--- src/rtl/uart_rx_buf2.sv ---
module uart_rx_buf2 #(
  parameter int DW = 8
) (
  input  logic          clk,
  input  logic          rst_n,
  input  logic          sw_rst,
  input  logic          par_en,
  input  logic          par_odd,
  input  logic          frame_done,
  input  logic [DW-1:0] frame_data,
  input  logic          frame_pbit,
  input  logic          frame_ferr,
  input  logic          rd_pop,
  output logic [DW-1:0] rd_data,
  output logic          rd_ferr,
  output logic          rd_perr,
  output logic [1:0]    fill,
  output logic          ev_one_full,
  output logic          ev_two_full,
  output logic          ev_frame_err,
  output logic          ev_parity_err,
  output logic          ev_overrun
);
  localparam int EW = DW + 2;

  logic [EW-1:0] ent0, ent1, inc, head_nxt;
  logic [1:0]    cnt, base;
  logic          pe_in, pop_ok, store, drop, new_head;

  assign pe_in    = par_en & (frame_pbit != ((^frame_data) ^ par_odd));
  assign inc      = {frame_ferr, pe_in, frame_data};
  assign pop_ok   = rd_pop & (cnt != 2'd0);
  assign base     = cnt - {1'b0, pop_ok};
  assign store    = frame_done & (base != 2'd2);
  assign drop     = frame_done & (base == 2'd2);
  assign new_head = (store & (base == 2'd0)) | (pop_ok & (cnt == 2'd2));
  assign head_nxt = (pop_ok & (cnt == 2'd2)) ? ent1 : inc;

  always_ff @(posedge clk or negedge rst_n) begin
    if (!rst_n) begin
      ent0 <= '0; ent1 <= '0; cnt <= '0;
      ev_one_full <= 1'b0; ev_two_full <= 1'b0; ev_overrun <= 1'b0;
      ev_frame_err <= 1'b0; ev_parity_err <= 1'b0;
    end else if (sw_rst) begin
      ent0 <= '0; ent1 <= '0; cnt <= '0;
      ev_one_full <= 1'b0; ev_two_full <= 1'b0; ev_overrun <= 1'b0;
      ev_frame_err <= 1'b0; ev_parity_err <= 1'b0;
    end else begin
      if (pop_ok) begin
        ent0 <= ent1;
        ent1 <= '0;
      end
      if (store) begin
        if (base == 2'd0) ent0 <= inc;
        else              ent1 <= inc;
      end
      cnt           <= base + {1'b0, store};
      ev_one_full   <= store & (base == 2'd0);
      ev_two_full   <= store & (base == 2'd1);
      ev_overrun    <= drop;
      ev_frame_err  <= new_head & head_nxt[DW+1];
      ev_parity_err <= new_head & head_nxt[DW];
    end
  end

  assign rd_data = ent0[DW-1:0];
  assign rd_perr = ent0[DW];
  assign rd_ferr = ent0[DW+1];
  assign fill    = cnt;
endmodule

--- config.mk ---
export PLATFORM = sky130hd
export DESIGN_NAME = uart_rx_buf2
export DESIGN_NICKNAME = d
export VERILOG_FILES = /design/src/rtl/uart_rx_buf2.sv
export SDC_FILE = /design/constraint.sdc
export NUM_CORES = 1
export LEC_CHECK = 0
export BUFFER_PORTS_ARGS = -buffer_cell sky130_fd_sc_hd__buf_2
export CORE_UTILIZATION = 54
export CTS_BUF_LIST = sky130_fd_sc_hd__clkbuf_2 sky130_fd_sc_hd__clkbuf_4 sky130_fd_sc_hd__clkbuf_8
export CTS_CLUSTER_DIAMETER = 40
export CTS_CLUSTER_SIZE = 16
export DETAILED_ROUTE_END_ITERATION = 8
export PLACE_DENSITY = 0.82
export SKIP_LAST_GASP = 1
export SYNTH_ARGS = -nofsm -noshare
export SYNTH_HDL_FRONTEND = slang
export SYNTH_SLANG_ARGS = --single-unit
--- constraint.sdc ---
create_clock -name clk -period 2.4 [get_ports clk]
set_clock_uncertainty 0.05 [all_clocks]
set_input_delay 0.12 -clock clk [delete_from_list [all_inputs] [get_ports clk]]
set_output_delay 0.12 -clock clk [all_outputs]
set_load 0.005 [all_outputs]
==> impl_metrics.json, run 1 <==
{
  "totalWireLength_um": 2670,
  "place.detailed.hpwl_um": 1934,
  "syn2layout_area_growth_pct": 18.31,
  "wl_per_cell_um": 14.67,
  "drt_first_pass_iters": 4,
  "diodes": 0,
  "synth_top_area_cell": "dfrtp_1",
  "finalNonFillerCells": 182,
  "fin_tns_setup_ns": 0,
  "synth_common_cells": "dfrtp_1, nand2_1, nor2_1",
  "p_per_area_nw_per_um2": 864.1,
  "yosysMostFrequentCell": "dfrtp_1",
  "synth.yosys.warnings": 0,
  "grt-busiest-layer": "met2",
  "multi_input_area_um2": 551.8,
  "rsz0062_at_grt": "no",
  "yosysUniqueCellTypes": 31,
  "gr-usage-met2_pct": 40.89,
  "final_util_pct": 68.07,
  "synth_ff_type": "dfrtp_1",
  "hold_class": "input port to flop",
  "cts_resized": 0,
  "portBuffers": 33,
  "drive_gt1_share_pct": 31.82,
  "synth_enable_flop_cells": 0,
  "clkTransAtPathRegs_ns": 0.14,
  "insertion_delay_ns": 0.31,
  "period_share_pct": 85.04,
  "htree_levels": 1,
  "antenna_left": 0,
  "register_area_um2": 675.6,
  "cp-end-kind": "flop",
  "drc": 0,
  "p_leak_uw": 0.0007672,
  "antenna_found_initial": 0,
  "pin_count": 34,
  "startpoint_type": "flop",
  "place.gp.congestion": 0.8405,
  "holdBufCountCts": 1,
  "max_cap_violations": 0,
  "die-area_um2": 2579,
  "gr-usage-all-layers_pct": 23.53,
  "async_flop_share_pct": 100.0,
  "synth_nets": 136,
  "first_global_vias": 992,
  "grtUsageMet3_pct": 2.121,
  "synthCells": 118,
  "hold_viol": 0,
  "grt_first_pass_wirelength_um": 4443,
  "tightest_slew_ns": 0.5757,
  "period_needed_ns": 2.041,
  "start_util_pct": 57.53,
  "dp.cells": 177,
  "grt-ovfl-total": 0,
  "setup_viol": 0,
  "n_fill_cell": 174,
  "grt_max_degree": 28,
  "worst_slack_ns": 0.3591,
  "die-width_um": 50.78,
  "fin_nets": 173,
  "cts_tree": "done",
  "rows": 17,
  "fp.dieH_um": 50.78,
  "cts_buffers": 3,
  "synth_area_leaders": "dfrtp_1, nand2_1, a311oi_1, a22o_1, xnor2_1",
  "cts_setup_buffers": 0,
  "syn_area_per_cell_um2": 10.89,
  "num_vias": 1005,
  "path_class": "flop to flop",
  "clock.fmax_ghz": 0.4900,
  "ys_ff_latch": 27,
  "cts.path.max_buffers": 2,
  "status": "finished clean",
  "crit_required_ns": 2.61,
  "yosysSeqAreaShare_pct": 52.58,
  "cts.sinks": 27,
  "clockRootBuffer": "clkbuf_4",
  "use_met1_pct": 31.09,
  "slew_headroom_pct": 61.62,
  "max-vdd-ir-drop_v": 0.0004886,
  "arrival_ns": 2.25,
  "synth_top_area_share_pct": 52.58,
  "cp_max_fo": 9,
  "fp.coreArea_um2": 2233,
  "final_max_slew_viol_count": 0,
  "drt-initial-drc-count": 20,
  "syn_area_um2": 1285,
  "dp_slack_ns": 0.3926,
  "vias_per_cell": 5.522
}
-- cell families after synthesis --
| logic type | synth area share, % |
|---|---|
| flops | 52.58 |
| fa+ha+maj | 0.9736 |
| compound gates | 16.94 |
| buf+inv | 4.479 |
| xor+xnor | 9.153 |
| simple gates | 15.87 |
-- through the flow --
| stage | area (um2) | power (uW) | hold slack [ns] |
|---|---|---|---|
| 6_report | 1520 | 1314 | 0.01668 |
| 5_1_grt | 1520 | 1401 | 0.008394 |
| 4_1_cts | 1520 | 1322 | 0.005512 |
| 3_5_place_dp | 1480 | 1118 | 0.1071 |
| 3_3_place_gp | 1480 | 1097 | 0.1013 |
| 2_1_floorplan | 1285 | 932.2 | -0.2256 |
-- sequential cells by signal (all words and copies together) (netlist names) --
register       count
ent1              10
ev_parity_err      1
ev_frame_err       1
ev_two_full        1
ent0              10
ev_one_full        1
ev_overrun         1
fill               2
-- report_power, final --
| group | switching, uW | internal, uW |
|---|---|---|
| Sequential | 58.3 | 551 |
| Combinational | 269 | 232 |
| Clock | 127 | 76.1 |
-- metal layers --
| metal | share of wire (%) | up-vias |
|---|---|---|
| li1 | - | 482 |
| met1 | 44 | 488 |
| met2 | 51 | 33 |
| met3 | 4.3 | 2 |
| met4 | 0.52 | 0 |
| met5 | 0 | - |
-- final timing paths --
kind	startpoint	endpoint	slack, ns	cells past startpoint
worst max-delay path	fill[1]	ent1[5]	0.36	7
worst min-delay path	frame_data[6]	ent1[6]	0.02	2
worst max register to register	fill[1]	ent1[5]	0.36	7
worst min register to register	ent1[6]	ent1[6]	0.47	1
max in group asynchronous	rst_n	ent1[6]	1.65	2
min in group asynchronous	rst_n	ev_two_full	0.26	2
-- cell type report --
class,instances,area share [%]
flip-flops and latches,27,44.44
clock buffers,4,1.975
repair buffers,39,13.99
multi-input cells,80,36.30
well taps,28,2.305
inverters,4,0.9877
-- critical path, cell delays in order (launching register included) --
cell      delay, ns
dfrtp_1        0.49
o21ai_1        0.20
inv_1          0.08
ha_1           0.30
nand2b_1       0.22
nor2_1         0.29
buf_4          0.21
a22o_1         0.14
-- cells in the final DEF (no fill, tap or decap), drive strengths merged, types with 2 or more instances in the layout --
| cell | instances |
|---|---|
| nor2 | 13 |
| nor3b | 2 |
| nand2 | 22 |
| a311oi | 9 |
| clkbuf | 4 |
| inv | 4 |
| dfrtp | 27 |
| a22o | 9 |
| or2 | 2 |
| o31ai | 2 |
| buf | 38 |
| xnor2 | 8 |
No activity file was read; power rests on OpenSTA's default activity.
==> run 2, diff against run 1 <==
CORE_MARGIN = 3   (was default)
==> run 2 against run 1 <==
Against the previous run: critical path depth increased by 1; sequential cell count unchanged; sequential share of layout area decreased by 0.43 points; critical path type unchanged; largest power group unchanged; utilization increased by 0.67 points; global-route usage decreased by 2.2 points; sequential power about the same.
==> impl_metrics.json, run 2 (synthesis gave the netlist of run 1 again) <==
{
  "clock.fmax_ghz": 0.4582,
  "cp_max_fo": 13,
  "r2r_start": "fill[1]",
  "hold_start": "frame_data[0]",
  "wl_per_cell_um": 15.62,
  "antenna_found_initial": 0,
  "startpoint": "fill[1]",
  "critical-path-slowest-cell": "dfrtp_1",
  "cts_resized": 0,
  "startpoint_type": "flop",
  "status": "finished clean",
  "grt_first_pass_wirelength_um": 4540,
  "slew_headroom_pct": 60.37,
  "gr-usage-all-layers_pct": 21.35,
  "cts_tree": "done",
  "rows": 17,
  "fin_tns_setup_ns": 0,
  "first_global_vias": 983,
  "pin_count": 34,
  "p_per_area_nw_per_um2": 869.0,
  "drt_first_pass_iters": 5,
  "cts_setup_buffers": 0,
  "fp.dieH_um": 54.78,
  "period_needed_ns": 2.183,
  "clockRootBuffer": "clkbuf_4",
  "rsz0062_at_grt": "no",
  "holdBufCountCts": 2,
  "hold_viol": 0,
  "diodes": 0,
  "crit_required_ns": 2.57,
  "worst_slack_ns": 0.2173,
  "final_max_slew_viol_count": 0,
  "htree_levels": 1,
  "insertion_delay_ns": 0.32,
  "cp_cell_sequence": "o21ai_1, inv_1, ha_1, nand2_1, or2_1, buf_12, nor2_1, a311oi_1",
  "die-area_um2": 3001,
  "cts_buffers": 3,
  "cp-end-kind": "flop",
  "period_share_pct": 90.94,
  "cts.path.max_buffers": 2,
  "max-vdd-ir-drop_v": 0.0004721,
  "max_cap_violations": 0,
  "grt-ovfl-total": 0,
  "drc": 0,
  "portBuffers": 33,
  "most-common-layout-cells": "buf_2, dfrtp_1, nand2_1",
  "clkTransAtPathRegs_ns": 0.14,
  "grt_max_degree": 28,
  "setup_viol": 0,
  "cts.sinks": 27,
  "num_vias": 1046,
  "vias_per_cell": 5.747,
  "arrival_ns": 2.35,
  "drive_gt1_share_pct": 31.17,
  "syn2layout_area_growth_pct": 19.47,
  "fin_nets": 173,
  "final_common_cell": "buf_2",
  "drt-initial-drc-count": 26,
  "hold_class": "input port to flop",
  "dp_slack_ns": 0.2460,
  "fp.coreArea_um2": 2233,
  "p_leak_uw": 0.0007722,
  "place.gp.congestion": 0.8138,
  "start_util_pct": 57.53,
  "p_total_uw": 1334,
  "die-width_um": 54.78,
  "totalWireLength_um": 2843,
  "place.detailed.hpwl_um": 2066,
  "path_class": "flop to flop",
  "antenna_left": 0,
  "cp_slowest_stage_delay_ns": 0.50,
  "tightest_slew_ns": 0.5944
}
==> run 2: critical path, delay by kind of cell (launching register included) <==
| kind | cells | cell delay [ns] |
|---|---|---|
| AO/OA/AOI/OAI | 2 | 0.52 |
| flip-flops | 1 | 0.50 |
| AND/OR/NAND/NOR | 3 | 0.46 |
| adder cells (fa/ha/maj) | 1 | 0.30 |
| buffers and inverters | 2 | 0.26 |
==> run 2: final timing paths <==
| check | depth (start not counted) | to | slack, ns |
|---|---|---|---|
| worst max register to register | 8 | ent0[7] | 0.22 |
| max in group asynchronous | 2 | ent1[3] | 1.65 |
| worst min register to register | 1 | ent1[0] | 0.47 |
| worst max-delay path | 8 | ent0[7] | 0.22 |
| worst min-delay path | 2 | ent1[0] | 0.007 |
| min in group asynchronous | 2 | ev_overrun | 0.27 |
==> run 2: where the power goes <==
part           leakage [uW]  internal (uW)  switching [uW]
clock             0.0000184           76.3             131
combinational      0.000388            240             274
sequential         0.000365            552            60.5
total              0.000772            868             466
==> run 2: layer usage <==
metal / global-route usage, % / vias up / routed length (um)
met4: 7.054 / 0 / 34
met1: 26.31 / 508 / 1106
met2: 36.81 / 46 / 1496
met5: 0 / - / 0
li1: - / 486 / -
met3: 4.360 / 6 / 206
==> run 2: area by class of cell <==
class	count	area (um2)
Tap cell	28	35.03
Clock buffer	4	30.03
Timing Repair Buffer	39	227.7
Sequential cell	27	675.6
Inverter	4	15.01
Fill cell	177	698.2
Multi-Input combinational cell	80	551.8
==> run 2: stage by stage <==
stage | utilization [%] | cell area [um2] | cells | hold slack, ns
final | 68.74 | 1535 | 182 | 0.006821
after detailed placement | 66.50 | 1485 | 176 | 0.1114
after global routing | 68.74 | 1535 | 182 | 0.004512
after floorplan | - | 1285 | 118 | -0.2256
after global placement | 66.50 | 1485 | 176 | 0.09947
after CTS | 68.74 | 1535 | 182 | 0.0002467
==> run 3, diff against run 2 <==
CORE_UTILIZATION = 58   (was 54)
HOLD_SLACK_MARGIN = 0.15   (was default)
PLACE_DENSITY = 0.87   (was 0.82)
clock period = 2.7 ns   (was 2.4 ns; I/O delays follow)
==> run 3 against run 2 <==
Against the previous run: global-route usage grew 3.3 points; first-iteration DRC count is 7.7% lower; total power is 12% lower; critical endpoint is now ent0[2]; die area shrank 6.1%; cell area up 4.6%; critical path type unchanged; utilization increased by 11 points; sequential power down 11%; count of clock-buffer cells in the layout unchanged.
==> impl_metrics.json, run 3 (synthesis gave the netlist of run 1 again) <==
{
  "status": "finished clean",
  "htree_levels": 1,
  "r2r_start": "fill[1]",
  "rsz0062_at_grt": "no",
  "setup_viol": 0,
  "startpoint": "fill[1]",
  "cts_setup_buffers": 0,
  "final_max_slew_viol_count": 0,
  "first_global_vias": 1092,
  "clockRootBuffer": "clkbuf_4",
  "place.detailed.hpwl_um": 1929,
  "clock.fmax_ghz": 0.4381,
  "cp_slowest_stage_delay_ns": 0.53,
  "hold_class": "input port to flop",
  "p_leak_uw": 0.0007987,
  "worst_slack_ns": 0.4174,
  "drt-initial-drc-count": 24,
  "crit_cells": 7,
  "die-width_um": 53.07,
  "cp.buffers_inverters": 1,
  "grt_max_degree": 28,
  "cts_tree": "done",
  "cp_max_fo": 19,
  "totalWireLength_um": 3032,
  "wl_per_cell_um": 16.04,
  "most-common-layout-cells": "buf_2, dfrtp_1, nand2_1",
  "startpoint_type": "flop",
  "max-vdd-ir-drop_v": 0.0004450,
  "period_share_pct": 84.54,
  "max_cap_violations": 0,
  "final_common_cell": "buf_2",
  "num_vias": 1075,
  "cts_buffers": 3,
  "reg2reg_depth": 7,
  "cts.sinks": 27,
  "crit_family": "simple AND/OR/NAND/NOR gates",
  "drive_gt1_share_pct": 28.40,
  "portBuffers": 33,
  "start_util_pct": 63.55,
  "drc": 0,
  "final_util_pct": 79.46,
  "dp_slack_ns": 0.4761,
  "cts.path.max_buffers": 2,
  "insertion_delay_ns": 0.32,
  "path_class": "flop to flop",
  "vias_per_cell": 5.688,
  "period_needed_ns": 2.283,
  "die-area_um2": 2816,
  "r2r_end": "ent0[2]",
  "rows": 16,
  "place.gp.congestion": 0.8463,
  "antenna_left": 0,
  "pin_count": 34,
  "grt_first_pass_wirelength_um": 4857,
  "p_per_area_nw_per_um2": 728.4,
  "ff2ff_setup_slack_ns": 0.42,
  "syn2layout_area_growth_pct": 25.02,
  "grt-ovfl-total": 0,
  "hold_viol": 0,
  "fp.coreArea_um2": 2022,
  "clkTransAtPathRegs_ns": 0.14,
  "arrival_ns": 2.46,
  "crit_required_ns": 2.88,
  "fin_nets": 181,
  "drt_first_pass_iters": 5,
  "fp.dieH_um": 53.07,
  "gr-usage-all-layers_pct": 24.62,
  "cp_cell_sequence": "o21ai_1, inv_1, ha_1, nand2_1, or2_1, nor2_1, a311oi_1",
  "slew_headroom_pct": 55.14,
  "cp-end-kind": "flop",
  "diodes": 0,
  "cp-endpoint": "ent0[2]",
  "critical-path-slowest-cell": "or2_1",
  "tightest_slew_ns": 0.6704,
  "antenna_found_initial": 0,
  "fin_tns_setup_ns": 0
}
## run 3: final cells by class
class	count	area [um2]
clock buffers	4	30.03
fillers	138	415.4
inverters	4	15.01
multi-input cells	80	551.8
flip-flops and latches	27	675.6
well taps	27	33.78
repair buffers	47	300.3
## run 3: how the worst min path moves through the flow
stage / from / end / slack (ns) / cells after the start
global placement: rst_n / ev_overrun / 0.11 / 1
global route: sw_rst / fill[1] / 0.18 / 2
floorplan: rst_n / ent0[0] / -0.21 / 0
detailed placement: rst_n / ev_overrun / 0.12 / 1
CTS: sw_rst / fill[1] / 0.18 / 2
finish: sw_rst / fill[1] / 0.17 / 2
## run 3: power by group
group	switching (uW)	internal, uW
Sequential	53.7	490
Combinational	242	200
Clock	116	67.9
## run 3: what timing repair did
item                                   in CTS  in global routing
endpoints found under the hold margin      51                  0
hold buffers                               12                  0
setup endpoints to repair                   0                  0
resized for setup                           0                  0
## run 3: per-stage QoR
step                hold WS (ns)  area, um2  power [uW]  std cells
floorplan                -0.2106       1285       828.7        118
global placement          0.1127       1456       955.1        173
detailed placement        0.1188       1456       972.6        173
CTS                       0.1789       1607        1170        189
global route              0.1783       1607        1249        189
finish                    0.1719       1607        1170        189
## run 3: worst reg2reg max path, stage by stage, from the launching register on
cell and delay (ns):
dfrtp_1 0.49, o21ai_1 0.21, inv_1 0.08, ha_1 0.31
nand2_1 0.12, or2_1 0.53, nor2_1 0.11, a311oi_1 0.28
## run 3: routing by layer
metal / vias up / global-route usage (%) / share of wire (%)
met4: 0 / 11.06 / 0.89
met3: 4 / 3.380 / 5.7
li1: 498 / - / -
met1: 531 / 30.05 / 41
met2: 42 / 42.77 / 53
met5: - / 0 / 0
